File: src/rtl/rtc_upd_pkg.sv
// Shared types for the clock update handshake controller.
// Assumes exactly two chains: index 0 = time, index 1 = calendar.
package rtc_upd_pkg;
    localparam int N_CHAIN   = 2;
    localparam int CH_TIME   = 0;
    localparam int CH_CAL    = 1;

    typedef enum logic [1:0] {
        ST_IDLE   = 2'd0,
        ST_PEND   = 2'd1,
        ST_FROZEN = 2'd2
    } upd_state_e;

    typedef enum logic {
        MODE_CAL  = 1'b0,
        MODE_TIME = 1'b1
    } upd_mode_e;
endpackage

File: src/rtl/upd_flag.sv
// Sticky status flag with a set pulse and a clear pulse.
// Assumes both pulses are synchronous to clk; set takes priority.
module upd_flag (
    input  logic clk,
    input  logic rst_n,
    input  logic set_i,
    input  logic clr_i,
    output logic flag_o
);
    // Hold, set or clear the flag; set beats clear.
    always_ff @(posedge clk) begin
        if (!rst_n)
            flag_o <= 1'b0;
        else if (set_i)
            flag_o <= 1'b1;
        else if (clr_i)
            flag_o <= 1'b0;
    end

    assert_set_wins_R2: assert property (@(posedge clk) disable iff (!rst_n)
        set_i |=> flag_o);
    assert_hold_R7: assert property (@(posedge clk) disable iff (!rst_n)
        (flag_o && !clr_i) |=> flag_o);
endmodule

File: src/rtl/upd_fsm.sv
// Request sequencer: accepts update requests, waits for a tick boundary,
// freezes the chains chosen by the latched mode and releases them when
// all request bits drop. A re-arm bit blocks new requests after a release
// until one tick has been seen. Assumes tick_i is a one-cycle pulse.
module upd_fsm
    import rtc_upd_pkg::*;
#(
    parameter int NCH = N_CHAIN
) (
    input  logic           clk,
    input  logic           rst_n,
    input  logic           tick_i,
    input  logic           req_time_i,
    input  logic           req_cal_i,
    output logic [NCH-1:0] frozen_o,
    output logic           ack_set_o
);
    upd_state_e state_q, state_d;
    upd_mode_e  mode_q,  mode_d;
    logic       armed_q, armed_d;
    logic       req_any;

    // Either request bit counts as a pending update.
    always_comb req_any = req_time_i | req_cal_i;

    // Next-state, mode and re-arm decisions.
    always_comb begin
        state_d   = state_q;
        mode_d    = mode_q;
        armed_d   = armed_q | tick_i;
        ack_set_o = 1'b0;
        unique case (state_q)
            ST_IDLE: begin
                if (req_any && armed_q) begin
                    state_d = ST_PEND;
                    mode_d  = req_time_i ? MODE_TIME : MODE_CAL;
                end
            end
            ST_PEND: begin
                if (!req_any)
                    state_d = ST_IDLE;
                else if (tick_i) begin
                    state_d   = ST_FROZEN;
                    ack_set_o = 1'b1;
                end
            end
            ST_FROZEN: begin
                if (!req_any) begin
                    state_d = ST_IDLE;
                    armed_d = 1'b0;
                end
            end
            default: state_d = ST_IDLE;
        endcase
    end

    // State, mode and re-arm registers.
    always_ff @(posedge clk) begin
        if (!rst_n) begin
            state_q <= ST_IDLE;
            mode_q  <= MODE_CAL;
            armed_q <= 1'b1;
        end else begin
            state_q <= state_d;
            mode_q  <= mode_d;
            armed_q <= armed_d;
        end
    end

    // Per-chain freeze decode: calendar freezes in any mode, time only in time mode.
    for (genvar g = 0; g < NCH; g++) begin : g_frz
        if (g == CH_TIME) begin : g_time
            always_comb frozen_o[g] = (state_q == ST_FROZEN) && (mode_q == MODE_TIME);
        end else begin : g_other
            always_comb frozen_o[g] = (state_q == ST_FROZEN);
        end
    end

    assert_freeze_on_tick_R3: assert property (@(posedge clk) disable iff (!rst_n)
        (state_q == ST_PEND && req_any && tick_i) |=> (state_q == ST_FROZEN));
    assert_holdoff_R9: assert property (@(posedge clk) disable iff (!rst_n)
        (state_q == ST_IDLE && !armed_q) |=> (state_q != ST_PEND));
    assert_release_R8: assert property (@(posedge clk) disable iff (!rst_n)
        (state_q == ST_FROZEN && !req_any) |=> (frozen_o == '0));
    assert_cancel_R10: assert property (@(posedge clk) disable iff (!rst_n)
        (state_q == ST_PEND && !req_any) |=> (state_q == ST_IDLE));
endmodule

File: src/rtl/chain_gate.sv
// Per-chain gating of the 1 Hz count enable and of the field-load strobes.
// Assumes frozen_i comes from the sequencer and ack_i from the acknowledge flag.
module chain_gate #(
    parameter int NCH = 2
) (
    input  logic           tick_i,
    input  logic           ack_i,
    input  logic [NCH-1:0] frozen_i,
    input  logic [NCH-1:0] load_i,
    output logic [NCH-1:0] cnt_en_o,
    output logic [NCH-1:0] load_go_o
);
    for (genvar g = 0; g < NCH; g++) begin : g_ch
        // Pass the tick unless this chain is frozen.
        always_comb cnt_en_o[g] = tick_i & ~frozen_i[g];
        // Pass a load strobe only into a frozen chain once ack is cleared.
        always_comb load_go_o[g] = load_i[g] & frozen_i[g] & ~ack_i;
    end
endmodule

File: src/rtl/rtc_upd_ctrl.sv
// Top of the clock update handshake controller. Ties the sequencer, the
// acknowledge and second flags and the per-chain gates together.
// Assumes all inputs are synchronous to clk and tick_1hz is one cycle wide.
module rtc_upd_ctrl
    import rtc_upd_pkg::*;
(
    input  logic clk,
    input  logic rst_n,
    input  logic tick_1hz,
    input  logic upd_time,
    input  logic upd_cal,
    input  logic ack_clr,
    input  logic sec_clr,
    input  logic time_load,
    input  logic cal_load,
    output logic time_cnt_en,
    output logic cal_cnt_en,
    output logic ack_flag,
    output logic sec_flag,
    output logic time_load_go,
    output logic cal_load_go
);
    logic [N_CHAIN-1:0] frozen;
    logic [N_CHAIN-1:0] load_vec;
    logic [N_CHAIN-1:0] en_vec;
    logic [N_CHAIN-1:0] go_vec;
    logic               ack_set;

    upd_fsm #(.NCH(N_CHAIN)) u_fsm (
        .clk        (clk),
        .rst_n      (rst_n),
        .tick_i     (tick_1hz),
        .req_time_i (upd_time),
        .req_cal_i  (upd_cal),
        .frozen_o   (frozen),
        .ack_set_o  (ack_set)
    );

    upd_flag u_ack (
        .clk    (clk),
        .rst_n  (rst_n),
        .set_i  (ack_set),
        .clr_i  (ack_clr),
        .flag_o (ack_flag)
    );

    upd_flag u_sec (
        .clk    (clk),
        .rst_n  (rst_n),
        .set_i  (tick_1hz),
        .clr_i  (sec_clr),
        .flag_o (sec_flag)
    );

    // Pack the per-chain load strobes by chain index.
    always_comb begin
        load_vec          = '0;
        load_vec[CH_TIME] = time_load;
        load_vec[CH_CAL]  = cal_load;
    end

    chain_gate #(.NCH(N_CHAIN)) u_gate (
        .tick_i    (tick_1hz),
        .ack_i     (ack_flag),
        .frozen_i  (frozen),
        .load_i    (load_vec),
        .cnt_en_o  (en_vec),
        .load_go_o (go_vec)
    );

    // Unpack gated enables and load strobes onto the ports.
    always_comb begin
        time_cnt_en  = en_vec[CH_TIME];
        cal_cnt_en   = en_vec[CH_CAL];
        time_load_go = go_vec[CH_TIME];
        cal_load_go  = go_vec[CH_CAL];
    end

    assert_time_stops_cal_R4: assert property (@(posedge clk) disable iff (!rst_n)
        (frozen[CH_TIME] && tick_1hz) |-> !cal_cnt_en);
    assert_load_only_frozen_R6: assert property (@(posedge clk) disable iff (!rst_n)
        (time_load_go || cal_load_go) |-> (!ack_flag && frozen != '0));
    assert_ack_means_frozen_R3: assert property (@(posedge clk) disable iff (!rst_n)
        $rose(ack_flag) |-> frozen[CH_CAL]);
endmodule

File: config.mk
export PLATFORM = sky130hd
export DESIGN_NAME = rtc_upd_ctrl
export DESIGN_NICKNAME = d
export VERILOG_FILES = /design/src/rtl/rtc_upd_pkg.sv /design/src/rtl/upd_flag.sv /design/src/rtl/upd_fsm.sv /design/src/rtl/chain_gate.sv /design/src/rtl/rtc_upd_ctrl.sv
export SDC_FILE = /design/constraint.sdc
export NUM_CORES = 1
export LEC_CHECK = 0
export BUFFER_PORTS_ARGS = -buffer_cell sky130_fd_sc_hd__buf_2
export CAP_MARGIN = 5
export CORE_AREA = 4 4 41 43
export CTS_CLUSTER_DIAMETER = 80
export CTS_CLUSTER_SIZE = 14
export DETAILED_ROUTE_END_ITERATION = 12
export DIE_AREA = 0 0 45 47
export HOLD_SLACK_MARGIN = 0.02
export PLACE_DENSITY = 0.44
export SLEW_MARGIN = 40
export SYNTH_ARGS = -nofsm -noshare
export SYNTH_HDL_FRONTEND = slang
export SYNTH_HIERARCHICAL = 1
export SYNTH_SLANG_ARGS = --single-unit
File: constraint.sdc
create_clock -name clk -period 1.6 [get_ports clk]
set_input_delay 0.16 -clock clk [delete_from_list [all_inputs] [get_ports clk]]
set_output_delay 0.16 -clock clk [all_outputs]
set_load 0.01 [all_outputs]
# Word-level counts from Yosys, hierarchy flattened

Cells that the tools add are included.
Widths: inputs -> output; s select.

Register bits after elaboration: 6
Output and inout bits: 6
Logic and storage cells: 43

Equality and inequality tests: 5
Mux-type cells: 15
Bitwise logic cells: 11
Reductions and logical operators: 7

Operator list:

| operator           | number |
|---|---|
| $mux 1             | 10 |
| $mux 2             | 4 |
| $and 1x1->1        | 6 |
| $pmux 2 s3         | 1 |
| $reduce_bool 2->1  | 2 |
| $ne 3x3->1 const B | 1 |
| $not 1->1          | 3 |
| $reduce_and 3->1   | 1 |
| $eq 2x1->1 const B | 1 |
| $eq 2x2->1 const B | 1 |
| $logic_and 1x1->1  | 2 |
| $logic_not 2->1    | 1 |
| $ne 2x1->1 const B | 1 |
| $ne 2x2->1 const B | 1 |
| $or 1x1->1         | 2 |
| $reduce_and 2->1   | 1 |

# Longest topological paths before layout

Gate-level depths: netlist (run 1).

Word-level depth: 4
Gate-level depth with buffers: 4
Depth with buffers taken out: 4

# Modules after synthesis

Netlist (run 1), hierarchy kept.

Modules (own cells, without submodules):

| module     | instances | cells an instance | area an instance (um^2) | sequential area each (um^2) |
|---|---|---|---|---|
| upd_fsm    | 1         | 22                | 202.7                   | 80.1 |
| upd_flag   | 2         | 3                 | 41.3                    | 20.0 |
| chain_gate | 1         | 4                 | 37.5                    | 0.0 |

# Worst setup path after synthesis (run 1)

Ideal clock, no wire load.

Kind: register to output
From: register u_fsm.state_q[0]
To: output time_cnt_en
Data arrival time: 937 ps
Data required time: 1,440 ps
Path slack: 503 ps
Cell stages (with the launch flop): 5
Path buffers: 0
Cell sequence: dfxtp_1 -> nand2b_1 -> inv_1 -> and2_1 -> and2b_2

Word-level cells in the longest chain between the ends: 4

RTL lines:

| item                   | RTL line           | RTL |
|---|---|---|
| start, declared        | upd_fsm.sv:18      | `upd_state_e state_q, state_d;` |
| start signal, assigned | upd_fsm.sv:64      | `state_q <= state_d;` |
| $eq 2x2->1             | -                  |  |
| named net frozen[1]    | rtc_upd_ctrl.sv:23 | `logic [N_CHAIN-1:0] frozen;` |
| $logic_and 1x1->1      | upd_fsm.sv:73      | `always_comb frozen_o[g] = (state_q == ST_FROZEN) && (mode_q == MODE_TIME);` |
| named net frozen[0]    | rtc_upd_ctrl.sv:23 |  |
| $not 1->1              | chain_gate.sv:15   | `always_comb cnt_en_o[g] = tick_i & ~frozen_i[g];` |
| $and 1x1->1            | chain_gate.sv:15   |  |
| end, declared          | rtc_upd_ctrl.sv:16 | `output logic time_cnt_en,` |

The timed path passes the listed nets, and every way through them passes these cells.

# Worst setup path after layout (run 1)

From: register u_fsm.state_q[1]
To: output time_cnt_en

The elaborated chain is that of the path after synthesis.

==> results of run 1 <==
state kept, by name (all words and copies together) (netlist names):
name,count
u_ack/flag_o,1
u_fsm/armed_q,1
u_fsm/mode_q,1
u_sec/flag_o,1
u_fsm/state_q,2
worst paths after layout:
path	slack, ns	from	endpoint	depth (start not counted)
min reg2reg	0.48	u_fsm/mode_q	u_fsm/mode_q	2
max	0.11	u_fsm/state_q[1]	time_cnt_en	5
max reg2reg	0.66	u_fsm/state_q[1]	u_fsm/armed_q	2
min	0.16	rst_n	u_fsm/armed_q	2
cells in the mapped netlist:
| master | n |
|---|---|
| nand2_1 | 2 |
| nor2_1 | 4 |
| o21ai_0 | 1 |
| or3b_1 | 1 |
| o22ai_2 | 1 |
| and2b_2 | 2 |
| dfxtp_1 | 6 |
| o21ai_2 | 1 |
| and2_1 | 1 |
| nor4b_1 | 1 |
| nand2b_1 | 1 |
| o21a_1 | 2 |
| a21oi_1 | 1 |
| inv_1 | 1 |
| nand3b_1 | 1 |
| a2111oi_2 | 1 |
| nor2b_4 | 2 |
| and4bb_1 | 1 |
| and3b_2 | 2 |
cell type report:
type	instances	area, µm²	area share [%]
clock buffers	3	22.5	5.17
inverters	1	3.75	0.862
multi-input cells	25	199	45.7
flip-flops and latches	6	121	27.9
well taps	15	18.8	4.31
repair buffers	14	70.1	16.1
stage by stage:
| stage | instances | area, µm² |
|---|---|---|
| after floorplan | 32 | 323 |
| after global placement | 61 | 412 |
| after detailed placement | 61 | 412 |
| after CTS | 64 | 434 |
| after global routing | 64 | 435 |
| final | 64 | 435 |
cells by family after synthesis:
logic type	share of synthesized area, %
AND/OR/NAND/NOR	42.6
AO/OA/AOI/OAI	19.0
flip-flops	37.2
buffers and inverters	1.16
layer usage:
layer / global-route usage, % / routed length [µm] / up-vias / part of all wire, %
met5: 0 / 0 / - / 0
met4: 10.5 / 0 / 0 / 0
met3: 3.45 / 115 / 0 / 16
met2: 9.04 / 281 / 18 / 40
met1: 8.64 / 305 / 121 / 43
li1: - / - / 151 / -
power breakdown:
part           switching, mW  internal, mW
clock                 0.0546        0.0849
sequential           0.00891         0.160
combinational         0.0263        0.0328
total                 0.0898         0.278
what timing repair did:
item / CTS / global route
setup endpoints to repair: 0 / 2
hold endpoints to repair: 0 / 0
resized for setup: 0 / 1
==> run_results.csv, run 1 <==
group,metric,value,unit
clock_tree,cts_root_buf,"clkbuf_4",
sta,fin_crit,1.49,ns
sta,finalMaxSlewViolations,0,
die,die_h,47,µm
worst_setup_path,crit_type,"reg2out",
clock_tree,cts_tree,"yes",
worst_setup_path,critPathCaptureType,"output pin",
worst_setup_path,crit_slowest_cell,"dfxtp_1",
sta,setup_violations,0,
clock_tree,cts_buffers,3,
sta,period_share,92.9,%
route,first_pass_iters,4,
synth,yosys.area.top_type,"dfxtp_1",
status,status,"completed",
global_routing,overflow,0,
clock_tree,cts_sinks,6,
worst_setup_path,worst-path-buf-inv,2,
worst_setup_path,path_cells,"nand2b_1 > inv_1 > and2_1 > and2b_2 > buf_2",
sta,grt_setup_unrepaired,"no",
clock_tree,cts.clk_slew.worst_paths,0.05,ns
final_layout,final_common_cell,"buf_2",
clock_tree,cts_hold_buf,0,
synth,synth_top_area_share,37.2,%
clock_tree,htreeDepth,1,
sta,finalHoldViolCount,0,
sta,layout_setup_ws,0.114,ns
synth,ys_warn_count,6,
die,fp.dieW,45,µm
route,drtIter0Drc,2,
clock_tree,post_cts_buffers,0,
synth,synth_area_leaders,"dfxtp_1 37%, nor2b_4 8.5%, and3b_2 6.2%",
placed_design,place_hpwl,569,µm
die,io-pin-count,15,
route,dr_total_vias,290,
worst_setup_path,cp.required,1.44,ns
power,power_leakage,0.208,nW
sta,setup-tns-final,0,ns
sta,hold_ws,0.164,ns
global_routing,grt_max_degree,8,
route,drt-total-wl,702,µm
job,maxCapViolCount,0,
sta,relSlewSlack,83.1,%
power,powerDensity,844,nW/µm²
worst_setup_path,crit_fanout,6,
global_routing,grt_pass1_vias,249,
sta,worst_pin_slew,0.250,ns
min_path,hp-class,"in2reg",
global_routing,antenna_found_initial,0,
die,coreArea,1300,µm²
die,start_util,24.8,%
placed_design,dp_slack,0.336,ns
synth,netlist_instances,32,
synth,synth.distinct_cells,19,
sta,finClkSkew,0.00219,ns
worst_setup_path,cp-start-kind,"flip-flop",
final_layout,syn_to_final_growth,34.9,%
synth,synth_area_per_cell,10.1,µm²
worst_setup_path,max_stage_delay,0.43,ns
synth,yosysSeqAreaShare,37.2,%
final_layout,post-route-util,33.5,%
route,ant_nets,0,
global_routing,grt_pass1_wl,1060,µm
route,via_per_inst,4.53,
die,rows,13,
sta,fmax,673,MHz
synth,syn-num-nets,41,
die,dieArea,2120,µm²
final_layout,mostFrequentLayoutCells,"14 x buf_2, 5 x dfxtp_1, 4 x nor2_1",
placed_design,io_buffers,14,
clock_tree,cts.path.max_buffers,2,
clock_tree,clk_latency,0.24,ns
route,drc_errors,0,
worst_setup_path,worst_ep_arrival_time,1.33,ns
global_routing,grt_usage,7.66,%
final_layout,layout-drive-gt1-share,55.1,%
route,routedWlPerCell,11.0,µm
placed_design,routabilityCongestion,0.749,
worst_setup_path,cp_top_family,"simple AND/OR/NAND/NOR gates",
synth,syn-cell-area,323,µm²
synth,ys_ff_latch,6,
final_layout,nets,60,
final_layout,fillCellCount,154,
final_layout,antenna_cells,0,
power,finalPower,0.367,mW
power,ir_drop,0.000293,V
Note: power is estimated with default switching activity, not from simulation.
==> run 2: changes to the inputs <==
Settings changed: BUFFER_PORTS_ARGS -buffer_cell sky130_fd_sc_hd__buf_2 to not set, DONT_BUFFER_PORTS set to 1, PLACE_DENSITY 0.44 to 0.34.
==> run_results.csv, run 2 (synthesis results as in run 1) <==
group,metric,value,unit
route,first_pass_iters,2,
sta,grt_setup_unrepaired,"no",
worst_setup_path,worstSetupPathDepth,4,
power,powerDensity,900,nW/µm²
worst_setup_path,worst_ep_arrival_time,1.29,ns
worst_setup_path,cp_top_family,"simple AND/OR/NAND/NOR gates",
route,ant_nets,0,
worst_setup_path,crit_type,"reg2out",
clock_tree,cts_tree,"yes",
worst_setup_path,max_stage_delay,0.43,ns
die,coreArea,1300,µm²
worst_setup_path,rr_worst_depth,2,
worst_setup_path,path_cells,"nand2b_1 > inv_1 > and2_1 > and2b_2",
route,via_per_inst,4.98,
final_layout,top_register,"u_fsm/state_q",
power,power_frac_comb,11.8,%
clock_tree,cts.path.max_buffers,2,
worst_setup_path,worst-path-buf-inv,1,
worst_setup_path,critPathCaptureType,"output pin",
worst_setup_path,r2r-end,"u_fsm/mode_q",
power,seqPwrFrac,47.8,%
power,p_switching,0.0836,mW
final_layout,largest_reg_flops,2,
worst_setup_path,cp-start-kind,"flip-flop",
worst_setup_path,startpoint,"u_fsm/state_q[0]",
global_routing,grt_pass1_vias,257,
sta,worst_pin_slew,0.239,ns
power,p_int,0.271,mW
global_routing,grt_pass1_wl,1180,µm
die,dieArea,2120,µm²
sta,finalHoldViolCount,0,
clock_tree,cts_sinks,6,
die,start_util,24.8,%
clock_tree,post_cts_buffers,0,
min_path,hp-class,"in2reg",
global_routing,grt_max_degree,8,
worst_setup_path,crit_slowest_cell,"dfxtp_1",
power,switching_share,23.6,%
sta,hold_ws,0.0334,ns
worst_setup_path,crit_fanout,7,
sta,setup-tns-final,0,ns
final_layout,final-seq-area,120,µm²
die,io-pin-count,15,
final_layout,nets,49,
route,drt-total-wl,750,µm
clock_tree,cts_root_buf,"clkbuf_4",
final_layout,final_common_cell,"dfxtp_1",
die,rows,13,
sta,relSlewSlack,84.0,%
route,drtIter0Drc,3,
power,ir_drop,0.000266,V
route,dr_total_vias,264,
final_layout,layout-drive-gt1-share,31.6,%
sta,setup_violations,0,
final_layout,fillCellCount,144,
final_layout,syn_to_final_growth,22.1,%
final_layout,mostFrequentLayoutCells,"6 x dfxtp_1, 4 x nor2_1, 3 x clkbuf_4, 3 x dlygate4sd3_1",
worst_setup_path,cp.required,1.44,ns
global_routing,grt_usage,8.23,%
clock_tree,cts_buffers,3,
route,routedWlPerCell,14.2,µm
final_layout,post-route-util,30.3,%
sta,fin_crit,1.45,ns
clock_tree,htreeDepth,1,
worst_setup_path,critical_path.endpoint,"time_cnt_en",
final_layout,antenna_cells,0,
clock_tree,cts.clk_slew.worst_paths,0.05,ns
global_routing,antenna_found_initial,0,
route,drc_errors,0,
worst_setup_path,ff2ff_setup_slack,0.70,ns
die,fp.dieW,45,µm
sta,finClkSkew,0.000346,ns
global_routing,overflow,0,
sta,finalMaxSlewViolations,0,
sta,period_share,90.6,%
final_layout,multiInputGateArea,199,µm²
clock_tree,clk_latency,0.24,ns
power,power_leakage,0.159,nW
placed_design,routabilityCongestion,0.715,
status,status,"completed",
placed_design,io_buffers,0,
sta,fmax,690,MHz
worst_setup_path,r2r-start,"u_fsm/state_q[1]",
die,die_h,47,µm
power,p_clk_share,40.4,%
job,maxCapViolCount,0,
-- run 2: cell count changes in the layout (fill, tap and decap cells not counted), sizes merged --
cell,before,now
buf,14,0
dlygate4sd3,0,3
-- run 2: worst min-delay path by stage --
stage	start	to	slack, ns	cells after the start
2_1_floorplan	rst_n	u_fsm/armed_q	0.24	1
3_3_place_gp	rst_n	u_fsm/armed_q	0.25	1
3_5_place_dp	rst_n	u_fsm/armed_q	0.25	1
4_1_cts	rst_n	u_sec/flag_o	0.03	1
5_1_grt	rst_n	u_sec/flag_o	0.03	1
6_report	rst_n	u_sec/flag_o	0.03	1
-- run 2: per-layer routing --
layer,track usage (%),share of wire [%],up-vias
met5,0,0,-
met4,3.51,0,0
met3,6.51,15,0
met2,9.89,42,20
met1,10.5,43,117
li1,-,-,127
-- run 2: layout make-up --
cell class,instances,area share (%)
Inverter,1,0.952
Clock buffer,3,5.71
Sequential cell,6,30.5
Tap cell,15,4.76
Timing Repair Buffer,3,7.62
Multi-Input combinational cell,25,50.5
-- run 2: power by group through the flow --
stage / registers, mW / logic (mW) / clock network, mW
global route: 0.172 / 0.0450 / 0.164
CTS: 0.170 / 0.0402 / 0.152
global placement: 0.172 / 0.0354 / 0
detailed placement: 0.173 / 0.0356 / 0
finish: 0.170 / 0.0418 / 0.143
floorplan: 0.170 / 0.0323 / 0
-- run 2: worst register-to-register path: cells and delay by family (launching register included) --
kind | cells | cell delay, ns
DFF | 1 | 0.35
and+or+nand+nor | 1 | 0.40
AOI/OAI and AO/OA | 1 | 0.09
-- run 2: what timing repair did --
action,CTS,global route
endpoints found under the hold margin,2,1
hold buffers,2,1
resized for setup,0,0
-- run 2: per-stage QoR --
step | instances | power, mW | cell area (µm²) | setup slack (ns)
after CTS | 52 | 0.362 | 384 | 0.131
after detailed placement | 47 | 0.209 | 342 | 0.395
after global placement | 47 | 0.208 | 342 | 0.430
after floorplan | 32 | 0.203 | 323 | 0.503
after global routing | 53 | 0.381 | 394 | 0.0565
final | 53 | 0.355 | 394 | 0.151
